==> src/rtl/rpt_pkg.sv <==
package rpt_pkg;
    typedef enum logic [2:0] {
        ST_REST,
        ST_H_WAIT,
        ST_H_DRIVE,
        ST_H_BOOST,
        ST_C_WAIT,
        ST_C_DRIVE,
        ST_C_BOOST
    } lane_st_e;
endpackage

==> src/rtl/rpt_sync.sv <==
module rpt_sync #(
    parameter logic RST_VAL = 1'b1
) (
    input  logic clk,
    input  logic rst_n,
    input  logic d_i,
    output logic q_o
);
    logic s1_q, s2_q;

    always_ff @(posedge clk or negedge rst_n) begin
        if (!rst_n) begin
            s1_q <= RST_VAL;
            s2_q <= RST_VAL;
        end else begin
            s1_q <= d_i;
            s2_q <= s1_q;
        end
    end

    assign q_o = s2_q;
endmodule

==> src/rtl/rpt_lane.sv <==
module rpt_lane
    import rpt_pkg::*;
#(
    parameter int DELAY = 6
) (
    input  logic clk,
    input  logic rst_n,
    input  logic off_i,
    input  logic host_s_i,
    input  logic card_s_i,
    output logic host_pull_o,
    output logic card_pull_o,
    output logic host_boost_o,
    output logic card_boost_o
);
    localparam int CW = (DELAY < 2) ? 1 : $clog2(DELAY);
    localparam logic [CW-1:0] LAST = CW'(DELAY - 1);

    typedef struct packed {
        lane_st_e      st;
        logic [CW-1:0] cnt;
        logic          h_prev;
        logic          c_prev;
    } lane_t;

    lane_t q, d;
    logic h_fall, c_fall;

    always_comb begin
        d        = q;
        d.h_prev = host_s_i;
        d.c_prev = card_s_i;
        h_fall   = q.h_prev & ~host_s_i;
        c_fall   = q.c_prev & ~card_s_i;
        unique case (q.st)
            ST_REST: begin
                d.cnt = '0;
                if (h_fall)      d.st = ST_H_WAIT;
                else if (c_fall) d.st = ST_C_WAIT;
            end
            ST_H_WAIT: begin
                if (host_s_i) begin
                    d.st  = ST_REST;
                    d.cnt = '0;
                end else if (q.cnt == LAST) begin
                    d.st  = ST_H_DRIVE;
                    d.cnt = '0;
                end else begin
                    d.cnt = q.cnt + 1'b1;
                end
            end
            ST_H_DRIVE: begin
                if (host_s_i) begin
                    d.st  = ST_H_BOOST;
                    d.cnt = '0;
                end
            end
            ST_H_BOOST: begin
                if (q.cnt == LAST) begin
                    d.st  = ST_REST;
                    d.cnt = '0;
                end else begin
                    d.cnt = q.cnt + 1'b1;
                end
            end
            ST_C_WAIT: begin
                if (card_s_i) begin
                    d.st  = ST_REST;
                    d.cnt = '0;
                end else if (q.cnt == LAST) begin
                    d.st  = ST_C_DRIVE;
                    d.cnt = '0;
                end else begin
                    d.cnt = q.cnt + 1'b1;
                end
            end
            ST_C_DRIVE: begin
                if (card_s_i) begin
                    d.st  = ST_C_BOOST;
                    d.cnt = '0;
                end
            end
            ST_C_BOOST: begin
                if (q.cnt == LAST) begin
                    d.st  = ST_REST;
                    d.cnt = '0;
                end else begin
                    d.cnt = q.cnt + 1'b1;
                end
            end
            default: begin
                d.st  = ST_REST;
                d.cnt = '0;
            end
        endcase
        if (off_i) begin
            d.st  = ST_REST;
            d.cnt = '0;
        end
    end

    always_ff @(posedge clk or negedge rst_n) begin
        if (!rst_n) begin
            q.st     <= ST_REST;
            q.cnt    <= '0;
            q.h_prev <= 1'b1;
            q.c_prev <= 1'b1;
        end else begin
            q <= d;
        end
    end

    assign card_pull_o  = (q.st == ST_H_DRIVE);
    assign host_pull_o  = (q.st == ST_C_DRIVE);
    assign card_boost_o = (q.st == ST_H_BOOST);
    assign host_boost_o = (q.st == ST_C_BOOST);

    // only one direction is driven at a time
    a_r4_one_direction: assert property (@(posedge clk) disable iff (!rst_n)
        !(host_pull_o && card_pull_o));

    // a card pull only starts after the host line was sampled low
    a_r2_drive_on_low: assert property (@(posedge clk) disable iff (!rst_n)
        $rose(card_pull_o) |-> $past(!host_s_i));

    // a host pull only starts after the card line was sampled low
    a_r3_drive_on_low: assert property (@(posedge clk) disable iff (!rst_n)
        $rose(host_pull_o) |-> $past(!card_s_i));

    // a boost only follows a pull on the same side
    a_r5_boost_after_pull: assert property (@(posedge clk) disable iff (!rst_n)
        $rose(card_boost_o) |-> $past(card_pull_o));

    // disable clears every output on the next edge
    a_r9_off_releases: assert property (@(posedge clk) disable iff (!rst_n)
        off_i |=> !(host_pull_o || card_pull_o || host_boost_o || card_boost_o));
endmodule

==> src/rtl/line_repeater.sv <==
module line_repeater #(
    parameter int LINES = 3,
    parameter int DELAY = 6
) (
    input  logic             clk,
    input  logic             rst_n,
    input  logic             rpt_off,
    input  logic [LINES-1:0] host_line_i,
    input  logic [LINES-1:0] card_line_i,
    output logic [LINES-1:0] host_pull_o,
    output logic [LINES-1:0] card_pull_o,
    output logic [LINES-1:0] host_boost_o,
    output logic [LINES-1:0] card_boost_o
);
    for (genvar g = 0; g < LINES; g++) begin : g_lane
        logic hs, cs;

        rpt_sync #(.RST_VAL(1'b1)) u_hsync (
            .clk(clk), .rst_n(rst_n), .d_i(host_line_i[g]), .q_o(hs));
        rpt_sync #(.RST_VAL(1'b1)) u_csync (
            .clk(clk), .rst_n(rst_n), .d_i(card_line_i[g]), .q_o(cs));

        rpt_lane #(.DELAY(DELAY)) u_lane (
            .clk          (clk),
            .rst_n        (rst_n),
            .off_i        (rpt_off),
            .host_s_i     (hs),
            .card_s_i     (cs),
            .host_pull_o  (host_pull_o[g]),
            .card_pull_o  (card_pull_o[g]),
            .host_boost_o (host_boost_o[g]),
            .card_boost_o (card_boost_o[g])
        );
    end
endmodule

==> config.mk <==
export PLATFORM = sky130hd
export DESIGN_NAME = line_repeater
export DESIGN_NICKNAME = d
export VERILOG_FILES = /design/src/rtl/rpt_pkg.sv /design/src/rtl/rpt_sync.sv /design/src/rtl/rpt_lane.sv /design/src/rtl/line_repeater.sv
export SDC_FILE = /design/constraint.sdc
export NUM_CORES = 1
export LEC_CHECK = 0
export BUFFER_PORTS_ARGS = -buffer_cell sky130_fd_sc_hd__buf_4
export CELL_PAD_IN_SITES_DETAIL_PLACEMENT = 0
export CELL_PAD_IN_SITES_GLOBAL_PLACEMENT = 1
export CORE_MARGIN = 2
export CORE_UTILIZATION = 35
export CTS_BUF_LIST = sky130_fd_sc_hd__clkbuf_8
export DETAILED_ROUTE_END_ITERATION = 6
export PLACE_DENSITY = 0.75
export SETUP_SLACK_MARGIN = 0.5
export SYNTH_ARGS = -nofsm -noshare
export SYNTH_HDL_FRONTEND = slang
export SYNTH_SLANG_ARGS = --single-unit
==> constraint.sdc <==
create_clock -name clk -period 2.3 [get_ports clk]
set_input_delay 0.23 -clock clk [delete_from_list [all_inputs] [get_ports clk]]
set_output_delay 0.23 -clock clk [all_outputs]
set_load 0.005 [all_outputs]
* Yosys cells after proc, flatten, opt, wreduce, memory -nomap -nowiden
Cells that the tools add are included.
Widths: inputs -> output; s select.
** Storage, ports and cells
- Bits in latches :: 0
- Memories kept :: 0
- Output and inout port bits :: 12
- Register bits :: 36
- Bits in read-only memories :: 0
- Input bits :: 9
- Logic and storage cells :: 126
- RAM bits :: 0
** Operators by class
- Shift operators :: 0
- Divide/modulo/power cells :: 0
- Bitwise gates (word level) :: 12
- Reduce and logical (&&, ||, !) cells :: 12
- $lt $le $gt $ge :: 0
- Mux-type cells :: 36
- Eq/ne operators :: 39
- Multipliers :: 0
- $add $sub $neg :: 3
** Operators by type and width (number)
- $pmux 6 s6 :: 3
- $mux 6 :: 15
- $mux 3 :: 18
- $eq 3x3->1 const B :: 12
- $ne 4x3->1 const B :: 6
- $eq 3x2->1 const B :: 6
- $ne 3x3->1 const B :: 6
- $reduce_and 6->1 :: 3
- $ne 4x2->1 const B :: 3
- $add 3x1->3 const B :: 3
- $eq 3x1->1 const B :: 3
- $logic_not 3->1 :: 3
- $ne 3x1->1 const B :: 3
- $and 1x1->1 :: 6
- $not 1->1 :: 6
- $reduce_and 2->1 :: 3
- $reduce_or 2->1 :: 3

* Logic depth before layout (Yosys ltp)
- Depth after elaboration :: 6
- Depth in mapped cells :: 6

* Hierarchy
A second synthesis with hierarchy kept.
** Second synthesis, totals
- Cell total of the unflattened synthesis :: 189
- Area, all modules :: 1940.6 um2
** Modules (own cells, without submodules)
- rpt_lane :: cells an instance 59, area an instance 541.8 um2, instances 3
- rpt_sync :: cells an instance 2, area an instance 52.6 um2, instances 6

* Least setup slack after synthesis
OpenSTA, ideal clock, no wires.
- Kind :: reg2reg
- Start :: reg g_lane[2].u_lane.q[7] (netlist name)
- End :: reg g_lane[2].u_lane.q[3] (netlist name)
- Buffers on the path :: 0
- Stages on the path, launching flop included :: 6
- Required time :: 2.182 ns
- Path slack :: 0.690 ns
- Setup time :: 0.118 ns
- Data arrival time :: 1.492 ns
- Path through :: dfrtp_1 or4b_4 a21oi_4 or2b_1 mux2i_1 nor2_1
** Between the ends
- Longest elaborated chain between the ends :: 4
- Elaborated cells on any way between the ends :: 13
** Ends and longest elaborated chain
- start, declared :: line rpt_lane.sv:26 : lane_t q, d;
- $eq 3x2->1 or $eq 3x3->1 (tied branches) :: line rpt_lane.sv:35 : unique case (q.st)
- $reduce_or 2->1 (no source line)
- $pmux 6 s6 :: line rpt_lane.sv:35
- $mux 6 :: line rpt_lane.sv:96 : if (off_i) begin
Parallel ways exist; a longest one is shown, timed or not.
A chain may end at the register's enable or synchronous reset.

* Worst setup path after layout
- Start :: reg g_lane[2].u_lane.q[5] (netlist name)
- End :: reg g_lane[2].u_lane.q[3] (netlist name)
Same word-level chain as after synthesis.

==> results.py <==
metrics = {
    "run_status": {
        "run_status": "finished clean",
    },
    "cts": {
        "clockBufferDepth": 2,
        "cts-root-buf": "clkbuf_8",
        "htree_levels": 2,
        "numCtsBuffers": 5,
        "cts_tree": "yes",
        "worstSkewPairLatency_ns": 0.27,
        "cts_sinks": 36,
        "clk_pin_slew_ns": 0.07,
    },
    "grt": {
        "met2_usage_pct": 18.4,
        "grt_pass1_vias": 1324,
        "grt_usage_pct": 11.7,
        "antenna_found_initial": 0,
        "grt_pass1_wl_mm": 5.89,
        "busiest_layer": "met2",
        "met1_usage_pct": 16.3,
        "grt_max_degree": 37,
        "grt_use_met3_pct": 2.53,
        "grt_overflow_total": 0,
    },
    "pwr": {
        "combPwrFrac_pct": 27.2,
        "total_power_mw": 1.75,
        "switching_share_pct": 31.3,
        "pwr-share-seq_pct": 48.0,
        "p_leak_nw": 0.937,
        "vdd_ir_drop_max_v": 0.000471,
        "p_clk_share_pct": 24.7,
        "power_density_mw_per_mm2": 800,
        "switching_power_uw": 548,
        "intPower_mw": 1.20,
    },
    "setup_path": {
        "worstPathRequired_ns": 2.46,
        "crit_start": "g_lane[2].u_lane.q[5]$_DFFE_PN0P_",
        "r2r-start": "g_lane[2].u_lane.q[5]$_DFFE_PN0P_",
        "cp-end-kind": "flip-flop",
        "cp_max_fo": 9,
        "critical_path_class": "flip-flop to flip-flop",
        "critPathCapture": "g_lane[2].u_lane.q[3]$_DFFE_PN0P_",
        "reg2reg_to": "g_lane[2].u_lane.q[3]$_DFFE_PN0P_",
        "rrSetupSlack_ns": 0.57,
        "r2r_cells": 5,
        "cp-start-kind": "flip-flop",
        "arrival_ns": 1.89,
    },
    "floorplan": {
        "rows": 27,
        "fp.dieW_um": 78.6,
        "core_mm2": 0.00544,
        "pin_count": 21,
        "dieArea_mm2": 0.00617,
        "die_h_um": 78.6,
        "initial_core_util_pct": 35.8,
    },
    "yosys": {
        "synth-async-reset-ratio_pct": 100,
        "ys_warn_count": 0,
        "synth_area_per_cell_um2": 9.68,
        "synth_top_area_cell": "dfstp_2",
        "yosys.cell_types.count": 51,
        "ys_ff_latch": 36,
        "syn_inst": 201,
        "synth_edf_count": 0,
        "synth_ff_type": "dfstp_2",
        "seq_area_frac_synth_pct": 47.5,
        "synth.cell_area_mm2": 0.00195,
        "syn-num-nets": 210,
        "synth_top_area_share_pct": 24.3,
        "synth_area_leaders": "dfstp_2 24%, dfrtp_1 23%, buf_4 4.6%",
    },
    "finish": {
        "fillers": 537,
        "area_growth_pct": 12.5,
        "drive_above_1_share_pct": 28.8,
        "diodes": 0,
        "finalNetCount": 220,
        "finish.utilization_pct": 40.3,
    },
    "timing": {
        "whs_ns": 0.0633,
        "rsz0062_at_grt": "no",
        "final-hold-violation-count": 0,
        "worst_pin_slew_ns": 0.439,
        "finalCriticalPeriod_ns": 1.73,
        "fin_skew_ns": 0.00747,
        "drv_slew": 0,
        "finalSetupViolCount": 0,
        "period_share_pct": 75.2,
        "relSlewSlack_pct": 70.8,
        "setup_tns_ns": 0,
        "fmax_ghz": 0.578,
    },
    "routing": {
        "ant_nets": 0,
        "vias": 1375,
        "drc": 0,
        "routed_wl_mm": 3.37,
        "wl_per_cell_um": 11.9,
        "first_iter_violations": 43,
        "dr.pass1.iters": 4,
        "via_per_inst": 4.84,
    },
    "min_path": {
        "min_path_type": "input port to flip-flop",
    },
    "placement": {
        "numPortBuffers": 20,
        "dp_hpwl_mm": 2.27,
        "gp_congestion": 0.813,
    },
    "job": {
        "maxCapViolations": 0,
    },
}
## cell families (layout without fill, tap and decap cells)
logic type	after synthesis	count (layout)	share of synthesized area, %
AND/OR/NAND/NOR	79	79	22.8
AO/OA/AOI/OAI	46	46	16.5
flip-flops	36	36	47.5
buffers and inverters	31	42	8.62
multiplexers	6	6	3.34
XOR/XNOR	3	3	1.35
## area by class of cell
cell class,count,area [µm²],area share [%]
clock buffer,6,82.6,3.77
multi-input combinational,134,855,39.0
clock inverter,2,7.51,0.343
tap,72,90.1,4.11
inverter,9,33.8,1.54
timing repair buffer,25,190,8.69
sequential,36,931,42.5
## cell usage after synthesis (3+ instances only)
library cell   n
a21oi_1       13
nor2b_1        8
o21ai_0       13
buf_4         12
and3_1         3
dfrtp_1       18
buf_2          5
nand2_1       12
nor2_1        21
nand2b_1       7
dfstp_2       18
clkbuf_1       5
nand3_1        5
inv_1          9
nor3b_1        3
and2_1         3
## worst min-delay path by stage
stage,startpoint,endpoint,slack (ns),depth (start not counted)
floorplan,rst_n,g_lane[0].u_lane.q[2]$_DFFE_PN0P_,-0.07,0
detailed placement,rst_n,g_lane[2].u_lane.q[4]$_DFFE_PN0P_,0.21,1
global route,card_line_i[2],g_lane[2].u_csync.s1_q$_DFF_PN1_,0.04,1
global placement,rst_n,g_lane[2].u_lane.q[4]$_DFFE_PN0P_,0.20,1
finish,host_line_i[0],g_lane[0].u_hsync.s1_q$_DFF_PN1_,0.06,1
CTS,host_line_i[0],g_lane[0].u_hsync.s1_q$_DFF_PN1_,0.05,1
## power groups by stage
stage | clock (mW) | combinational (mW) | sequential [mW]
3_5_place_dp | 0 | 0.446 | 0.851
4_1_cts | 0.452 | 0.448 | 0.842
5_1_grt | 0.486 | 0.543 | 0.857
6_report | 0.433 | 0.477 | 0.842
3_3_place_gp | 0 | 0.444 | 0.853
2_1_floorplan | 0 | 0.424 | 0.778
## what timing repair did
| item | CTS | global route |
|---|---|---|
| hold buffers | 1 | 0 |
| cloned | 0 | 0 |
| resized for setup | 1 | 6 |
| pin swaps | 0 | 1 |
| buffers inserted | 0 | 3 |
| endpoints found under the setup margin | 1 | 6 |
| endpoints found under the hold margin | 18 | 0 |
## cell usage in the layout (no fill, tap or decap), types with 2 or more instances in the layout
cell / synthesis / final
nor3b_1: 3 / 3
xor2_1: 2 / 2
nor3_1: 2 / 2
nand3b_1: 2 / 2
and3_1: 3 / 3
mux2_1: 2 / 2
and2_1: 3 / 3
o32a_1: 2 / 2
and3b_1: 2 / 2
nand3_1: 5 / 5
nor2b_1: 8 / 8
dfstp_2: 18 / 18
dfrtp_2: 0 / 6
nand2_1: 12 / 12
dfrtp_1: 18 / 12
nand2b_1: 7 / 7
o21ai_0: 13 / 12
buf_4: 12 / 24
clkbuf_8: 0 / 6
a21oi_1: 13 / 13
nor4bb_1: 2 / 2
mux2_2: 2 / 2
nor2_1: 21 / 21
or3_1: 2 / 2
inv_1: 9 / 11
mux2i_1: 2 / 2
a211oi_1: 2 / 2
## worst max-delay path: stages (launching register included)
cell and delay, ns:
dfrtp_2 0.46, or4b_4 0.56, a21oi_4 0.19, or2b_1 0.16, mux2i_1 0.19, nor2_1 0.05
## per-stage QoR
step | setup WS, ns | instance area, µm² | cells
finish | 0.571 | 2190 | 284
CTS | 0.514 | 2160 | 281
detailed placement | 0.487 | 2060 | 272
global placement | 0.513 | 2060 | 272
floorplan | 0.690 | 1950 | 201
global route | 0.506 | 2190 | 284
## flip-flops by register name (all words and copies together) (netlist names)
signal / count
g_lane.u_csync.q_o: 3
g_lane.u_csync.s1_q: 3
g_lane.u_lane.q: 24
g_lane.u_hsync.q_o: 3
g_lane.u_hsync.s1_q: 3
## routing by layer
metal / vias to the layer above / wire (µm) / part of all wire (%)
li1: 713 / - / -
met5: - / 0 / 0
met4: 0 / 12 / 0.36
met1: 640 / 1720 / 51
met2: 20 / 1520 / 45
met3: 2 / 109 / 3.2
Note: power is estimated with default switching activity, not from simulation.
